===== src/rtl/uart_addr_filter.sv =====
module uart_addr_filter #(
  parameter int W     = 8,
  parameter int SEL_W = 2
) (
  input  logic             clk,
  input  logic             rst_n,
  input  logic             wr_en,
  input  logic [SEL_W-1:0] reg_sel,
  input  logic [W-1:0]     wr_data,
  output logic [W-1:0]     rd_data,
  input  logic             rx_valid,
  input  logic [W-1:0]     rx_byte,
  output logic             rx_flag,
  output logic             rx_flag_set
);
  localparam int MODE_HI = W - 1;
  localparam int MODE_LO = W - 2;
  localparam int MPE_BIT = W - 3;
  localparam logic [SEL_W-1:0] SEL_CTRL = SEL_W'(0);
  localparam logic [SEL_W-1:0] SEL_ADDR = SEL_W'(1);
  localparam logic [SEL_W-1:0] SEL_MASK = SEL_W'(2);

  logic [W-1:0] ctrl_q, addr_q, mask_q;
  logic         set_q;

  wire          filt_on = (|ctrl_q[MODE_HI:MODE_LO]) & ctrl_q[MPE_BIT];
  wire [W-1:0]  bcast   = addr_q | mask_q;
  wire          ind_hit = ((addr_q ^ rx_byte) & mask_q) == '0;
  wire          bc_hit  = (rx_byte & bcast) == bcast;
  wire          accept  = rx_valid & (~filt_on | ind_hit | bc_hit);

  always_ff @(posedge clk) begin
    if (!rst_n) begin
      ctrl_q <= '0;
      addr_q <= '0;
      mask_q <= '0;
      set_q  <= 1'b0;
    end else begin
      if (wr_en && reg_sel == SEL_CTRL) ctrl_q <= wr_data;
      if (wr_en && reg_sel == SEL_ADDR) addr_q <= wr_data;
      if (wr_en && reg_sel == SEL_MASK) mask_q <= wr_data;
      if (accept) ctrl_q[0] <= 1'b1;
      set_q <= accept;
    end
  end

  always_comb begin
    case (reg_sel)
      SEL_CTRL: rd_data = ctrl_q;
      SEL_ADDR: rd_data = addr_q;
      SEL_MASK: rd_data = mask_q;
      default:  rd_data = '0;
    endcase
  end

  assign rx_flag     = ctrl_q[0];
  assign rx_flag_set = set_q;
endmodule


===== config.mk =====
export PLATFORM = sky130hd
export DESIGN_NAME = uart_addr_filter
export DESIGN_NICKNAME = d
export VERILOG_FILES = /design/src/rtl/uart_addr_filter.sv
export SDC_FILE = /design/constraint.sdc
export NUM_CORES = 1
export LEC_CHECK = 0
export ABC_AREA = 1
export BUFFER_PORTS_ARGS = -buffer_cell sky130_fd_sc_hd__buf_2
export CAP_MARGIN = 10
export CELL_PAD_IN_SITES_DETAIL_PLACEMENT = 2
export CELL_PAD_IN_SITES_GLOBAL_PLACEMENT = 2
export CORE_ASPECT_RATIO = 0.8
export CORE_UTILIZATION = 32
export CTS_BUF_LIST = sky130_fd_sc_hd__clkbuf_2
export DETAILED_ROUTE_END_ITERATION = 8
export GPL_TIMING_DRIVEN = 0
export PLACE_DENSITY_LB_ADDON = 0.25
export SLEW_MARGIN = 10
export SYNTH_ARGS = -nofsm -noshare
export SYNTH_HDL_FRONTEND = slang
export SYNTH_SLANG_ARGS = --single-unit
export TNS_END_PERCENT = 1

===== constraint.sdc =====
create_clock -name clk -period 1.6 [get_ports clk]
set_input_delay 0.32 -clock clk [delete_from_list [all_inputs] [get_ports clk]]
set_output_delay 0.32 -clock clk [all_outputs]
set_load 0.02 [all_outputs]

# ---- Yosys cells after proc, flatten, opt, wreduce, memory -nomap -nowiden
# Cells that the tools add are included.
dict set report totals {
  regBits 25
  inputBits 22
  out_inout_bits 10
  word_cells 27
}
dict set report classes {
  eq_ne 3
  mux 3
  bitwise_logic 9
  n_reduce_logical 7
}
# op n
set op_table {}
lappend op_table {{$pmux W8 S3} 1}
lappend op_table {{$and A8 B8 Y8} 2}
lappend op_table {{$eq A8 B8 Y1} 1}
lappend op_table {{$logic_not A8 Y1} 1}
lappend op_table {{$or A8 B8 Y8} 1}
lappend op_table {{$xor A8 B8 Y8} 1}
lappend op_table {{$logic_and A1 B1 Y1} 3}
lappend op_table {{$and A1 B1 Y1} 2}
lappend op_table {{$eq A2 B1 Y1 const B} 1}
lappend op_table {{$eq A2 B2 Y1 const B} 1}
lappend op_table {{$logic_not A2 Y1} 1}
lappend op_table {{$mux W1} 2}
lappend op_table {{$or A1 B1 Y1} 2}
lappend op_table {{$reduce_bool A2 Y1} 1}
lappend op_table {{$reduce_or A2 Y1} 1}
lappend op_table {{$not A1 Y1} 1}

# ---- Logic depth before layout (Yosys ltp)
# Gate-level depths: netlist of run 1.
dict set report logic_depth {
  word_depth 7
  depth_mapped 9
  ltp_nobuf 9
}

# ---- Worst setup path after synthesis of run 1
# No wires, ideal clock.
dict set report synth_path {
  path_kind {input to output}
  from {in reg_sel[0]}
  to {out rd_data[1]}
  arrival_time_ns 0.982
  required_ns 1.280
  slack_ns 0.298
  path_stages 4
  n_path_buf 0
  cell_sequence {inv_2 nor2_4 inv_1 o221ai_1}
}
dict set report synth_between {
  elab_chain_cells 2
  word_cells_on_any_way 4
  cone_classes {eq/ne: 2; mux: 1; reduce/logical: 1}
}
# element line
set synth_rtl {}
lappend synth_rtl {{from (decl)} 8} ;# input logic [SEL_W-1:0] reg_sel,
lappend synth_rtl {{$eq A2 B2 Y1 (tied with other cells)} 48} ;# case (reg_sel)
lappend synth_rtl {{$pmux W8 S3 *} 48}
lappend synth_rtl {{to (decl)} 10} ;# output logic [W-1:0] rd_data,
# Mark *: on every way between the ends. The rest lies on a longest branch, timed or not.

# ---- Worst setup path after layout of run 1
dict set report layout_path {
  from {reg mask_q[7]}
  to {out rd_data[7]}
}
dict set report layout_between {
  elab_chain_cells 1
}
# element line
set layout_rtl {}
lappend layout_rtl {{from (decl)} 23} ;# logic [W-1:0] ctrl_q, addr_q, mask_q;
lappend layout_rtl {{from (signal assigned)} 41} ;# if (wr_en && reg_sel == SEL_MASK) mask_q <= wr_data;
lappend layout_rtl {{$pmux W8 S3} 48}
# Every way passes these cells.

==> impl_metrics.toml, run 1 <==
[power]
combPwrFrac_pct = 23.4
total_power_mw = 1.26
pwr-share-seq_pct = 54.6
intPower_mw = 0.825
power_density_mw_per_mm2 = 762
ir_drop_uv = 305
switchingPower_mw = 0.433
clkPwrFrac_pct = 22.0
p_leak_nw = 0.747
switching_share_pct = 34.4

[detailed_routing]
drcViolationCount = 0
drt_iter0_markers = 43
via_per_inst = 5.19
postRouteAntennaNets = 0
dr.pass1.iters = 4
via_count = 1468
routed_wl_um = 5180
routedWlPerCell_um = 18.3

[final_layout]
seq_area_um2 = 515
drive_gt1_share_pct = 31.1
instances_no_fill = 283
n_fill_cell = 494
finalNetCount = 251
fin_area_mm2 = 0.00165
syn2layout_area_growth_pct = 26.0
insertedDiodeCount = 0
final_core_util_pct = 42.8
multi_input_area_um2 = 673

[die]
die_w_um = 73.5
floorplan.die_area_mm2 = 0.00435
die_h_um = 59.2
ios = 32
core_mm2 = 0.00385
row_count = 20
initial_utilization_pct = 34.0

[global_route]
grt_pass1_wl_um = 7380
grt_max_degree = 16
grt_usage_pct = 23.4
grt_antenna_before_repair = 0
grt_pass1_vias = 1477
grt-ovfl-total = 0

[placed_design]
place_inst = 275
dpl.hpwl_um = 3760
portBuffers = 31
finalWeightedCongestion = 0.788
place_ws_ns = -0.00166
placed_area_mm2 = 0.00153

[clock_tree]
cts_sinks = 25
numCtsBuffers = 3
tritoncts = "done"
ctsRootBufferMaster = "clkbuf_2"
clock_latency_ns = 0.39
htreeDepth = 1
path_clk_slew_ns = 0.29
clk_path_buf_depth = 2

[logic_synthesis]
netlist.area_leader.share_pct = 38.2
synth_common_cells = "nand2_1, inv_1, dfxtp_1, o21ai_0, a21oi_1"
syn_avg_cell_area_um2 = 6.92
synth_top_area_cell = "dfxtp_1"
netlist_top_cells_area = "dfxtp_1, nand2_1, inv_1"
syn_area_mm2 = 0.00131
yosysSeqAreaShare_pct = 38.2
ys_types = 19
synth_nets = 211
synth_edf_count = 0
yosysMostFrequentCell = "nand2_1"
yosysWarnings = 0
synthFlopType = "dfxtp_1"
netlist_instances = 189
yosys_register_bits = 25
synthArstFlopShare_pct = 0

[sta]
fmax_ghz = 0.630
min_period_ns = 1.59
max_slew_margin_pct = 63.6
hold_violations = 0
period_share_pct = 99.2
clock_skew_ns = 0.0284
worstMarginPinSlew_ns = 0.546
rsz0062_at_grt = "yes"
setup_viol = 0
setup_ws_ns = 0.0123
final_max_slew_viol_count = 0

[setup_path]
crit_arrival_ns = 1.27
worstPathMaxFanout = 3
worst_setup_path_end_kind = "output port"
path_class = "flip-flop to output port"
r2r_cells = 7
cp.required_ns = 1.28
critPathLaunchType = "flip-flop"

[worst_hold_path]
hold_path_depth = 3
min_path_type = "input port to flip-flop"

[flow_run]
drv_cap = 0

[status]
outcome = "finished, final reports clean"
[metal layers]
metal	global-route usage, %	up-vias	part of all wire [%]
met1	31.5	725	47
met4	4.12	0	1.5
met2	41.0	35	49
met5	0	-	0
li1	-	699	-
met3	2.55	9	2.6
[state kept, by name, indices dropped and copies added, names as in the netlist]
| signal | count |
|---|---|
| addr_q | 8 |
| ctrl_q | 8 |
| mask_q | 8 |
| rx_flag_set | 1 |
[timing repair]
| action | CTS | global route |
|---|---|---|
| hold buffers | 0 | 0 |
| setup buffers | 2 | 2 |
| pin swaps | 1 | 0 |
| setup endpoints to repair | 3 | 8 |
| resized for setup | 6 | 18 |
| endpoints found under the hold margin | 0 | 0 |
[through the flow]
step	TNS (ns)	hold WS, ns
3_3_place_gp	0	0.469
4_1_cts	-0.00475	0.213
3_5_place_dp	-0.00166	0.483
2_1_floorplan	0	0.449
6_report	0	0.203
5_1_grt	-0.0753	0.204
[path summary, 6_finish.rpt]
kind                                  to              startpoint  slack (ns)
setup / recovery              rd_data[7]  mask_q[7]$_SDFFE_PN0P_        0.01
hold / removal    ctrl_q[0]$_SDFFE_PN0P_              wr_data[0]        0.20
setup reg to reg  ctrl_q[0]$_SDFFE_PN0P_  addr_q[3]$_SDFFE_PN0P_        0.28
hold reg to reg   ctrl_q[3]$_SDFFE_PN0P_  ctrl_q[3]$_SDFFE_PN0P_        0.51
[final cells by class]
type / count / share of cell area, %
Multi-Input combinational cell: 125 / 40.8
Inverter: 34 / 7.74
Clock buffer: 3 / 0.910
Tap cell: 55 / 4.17
Timing Repair Buffer: 35 / 12.1
Sequential cell: 25 / 31.3
Clock inverter: 1 / 0.455
Buffer: 5 / 2.50
[power by group through the flow]
stage	Clock [mW]	Combinational, mW	Sequential (mW)
floorplan	0	0.151	0.692
global placement	0	0.247	0.691
finish	0.277	0.294	0.687
global route	0.298	0.321	0.691
CTS	0.280	0.272	0.684
detailed placement	0	0.264	0.694
[cells in the final DEF, fill, tap and decap left out, drive strengths merged]
| master | n |
|---|---|
| nand2 | 41 |
| buf | 38 |
| inv | 34 |
| o21ai | 31 |
| dfxtp | 25 |
| a21oi | 20 |
| nor2 | 14 |
| nand3 | 10 |
| o221ai | 8 |
| clkbuf | 5 |
| o211ai | 1 |
| clkinvlp | 1 |
[cells by family (layout without fill, tap and decap cells)]
| logic type | count (synthesis) | in the layout | synth area share [%] |
|---|---|---|---|
| flops | 25 | 25 | 38.2 |
| buf+inv | 39 | 78 | 12.9 |
| simple gates | 65 | 65 | 21.9 |
| compound gates | 60 | 60 | 27.0 |
[worst max-delay path, stage by stage (launching register included)]
cell      delay (ns)
dfxtp_2         0.42
inv_1           0.08
o221ai_2        0.20
buf_4           0.17
Note: power is estimated with default switching activity, not from simulation.
==> run 2: changes to the inputs <==
==> constraint.sdc (replaced) <==
create_clock -name clk -period 1.6 [get_ports clk]
set_input_delay 0.32 -clock clk [delete_from_list [all_inputs] [get_ports clk]]
set_output_delay 0.32 -clock clk [all_outputs]
set_load 0.1 [all_outputs]
==> run 2 against run 1 <==
The run now ends with negative setup slack left. Final area grew 20%. Critical path depth grew 3. Count of clock-buffer cells in the layout grew 1. First-iteration DRC count shrank 2.3%. Sequential share of layout area shrank 4.6 points. Sequential power grew 0.9%. Via count grew 9.1%. Fmax shrank 2.7%. Setup slack lost 0.044 ns.
==> impl_metrics.toml, run 2 (synthesized netlist as in run 1, its figures left out) <==
[sta]
max_slew_margin_pct = 62.7
fmax_ghz = 0.613
setup_ws_ns = -0.0315
rsz0062_at_grt = "yes"
period_share_pct = 102
worstMarginPinSlew_ns = 0.560
clock_skew_ns = 0.00278
hold_violations = 0
setup_viol = 4
hold_slack_ns = 0.225
final_max_slew_viol_count = 0
final.setup.tns_ns = -0.0715
min_period_ns = 1.63

[placed_design]
dpl.hpwl_um = 4080
placed_area_mm2 = 0.00168
place_ws_ns = -0.307
finalWeightedCongestion = 0.790
portBuffers = 31

[detailed_routing]
routedWlPerCell_um = 24.3
drcViolationCount = 0
routed_wl_um = 7100
dr.pass1.iters = 4
via_per_inst = 5.48
postRouteAntennaNets = 0
via_count = 1601
drt_iter0_markers = 42

[clock_tree]
clk_path_buf_depth = 2
ctsRootBufferMaster = "clkbuf_2"
htreeDepth = 1
tritoncts = "done"
numCtsBuffers = 3
cts_sinks = 25
ctsHoldBuffers = 0
clock_latency_ns = 0.36
path_clk_slew_ns = 0.25

[setup_path]
worstPathMaxFanout = 4
crit_arrival_ns = 1.31
crit_chain = "buf_8, inv_6, nor2_4, clkinvlp_4, o221ai_4, buf_12"
cp.required_ns = 1.28
r2r_cells = 8
slowest_delay_ns = 0.27
slowest_stage = "o221ai_4"
worst_setup_path_end_kind = "output port"
r2r-start = "mask_q[5]$_SDFFE_PN0P_"
critPathLaunchType = "input port"
rrSetupSlack_ns = 0.03
path_class = "input port to output port"
r2r_end = "ctrl_q[0]$_SDFFE_PN0P_"

[die]
row_count = 20
initial_utilization_pct = 34.0
floorplan.die_area_mm2 = 0.00435
die_w_um = 73.5
core_mm2 = 0.00385
die_h_um = 59.2
ios = 32

[global_route]
grt_antenna_before_repair = 0
grt_pass1_vias = 1713
grt_pass1_wl_um = 10100
grt-ovfl-total = 0
grt_usage_pct = 32.7
grt_max_degree = 14

[flow_run]
drv_cap = 0

[final_layout]
insertedDiodeCount = 0
reg_top3 = "addr_q (8), ctrl_q (8), mask_q (8)"
syn2layout_area_growth_pct = 51.6
fin_area_mm2 = 0.00198
layout_common_cells = "nand2_1, inv_1, o21ai_0, buf_2, a21oi_1"
finalNetCount = 260
final_common_cell = "nand2_1"
drive_gt1_share_pct = 41.8
final_core_util_pct = 51.5

[power]
power_density_mw_per_mm2 = 744
ir_drop_uv = 612
p_leak_nw = 0.847

[status]
violations = "negative setup slack"
outcome = "finished with violations"

[worst_hold_path]
min_path_type = "input port to flip-flop"
hold_end = "ctrl_q[3]$_SDFFE_PN0P_"
hp-start = "wr_data[3]"
hold_path_depth = 3
## run 2: how the worst max path moves through the flow
stage	from	endpoint	slack, ns	depth (start not counted)
6_report	reg_sel[0]	rd_data[1]	-0.03	6
5_1_grt	ctrl_q[5]$_SDFFE_PN0P_	rd_data[5]	-0.06	3
4_1_cts	addr_q[3]$_SDFFE_PN0P_	rd_data[3]	-0.007	3
3_5_place_dp	reg_sel[0]	rd_data[4]	-0.31	6
3_3_place_gp	reg_sel[0]	rd_data[4]	-0.30	6
2_1_floorplan	reg_sel[0]	rd_data[1]	-0.02	4
## run 2: critical path: cells and delay by family
kind            cells  cell delay, ns
simple gates        1            0.12
buf+inv             4            0.59
compound gates      1            0.27
## run 2: report_power, final
group,internal [mW],switching (mW)
clock,0.0659,0.203
combinational,0.167,0.348
sequential,0.662,0.0308
## run 2: layout make-up
type | count | area [µm²]
Sequential cell | 25 | 529
Clock buffer | 4 | 20.0
Multi-Input combinational cell | 125 | 787
Tap cell | 55 | 68.8
Inverter | 34 | 140
Fill cell | 439 | 1870
Buffer | 5 | 41.3
Timing Repair Buffer | 44 | 398
## run 2: per-layer routing
metal / track usage, % / vias to the layer above / wire length [µm]
li1: - / 717 / -
met1: 41.7 / 808 / 3060
met2: 59.1 / 61 / 3590
met3: 5.27 / 15 / 296
met4: 5.22 / 0 / 147
met5: 0 / - / 0
## run 2: timing repair
action,in CTS,in global routing
pin swaps,6,6
cloned,0,0
setup endpoints to repair,8,10
gates resized for setup,54,16
setup buffers,9,4
## run 2: per-stage QoR
stage | std cells | total power, mW
5_1_grt | 292 | 1.52
4_1_cts | 288 | 1.44
2_1_floorplan | 189 | 0.975
3_3_place_gp | 275 | 1.07
6_report | 292 | 1.48
3_5_place_dp | 275 | 1.10
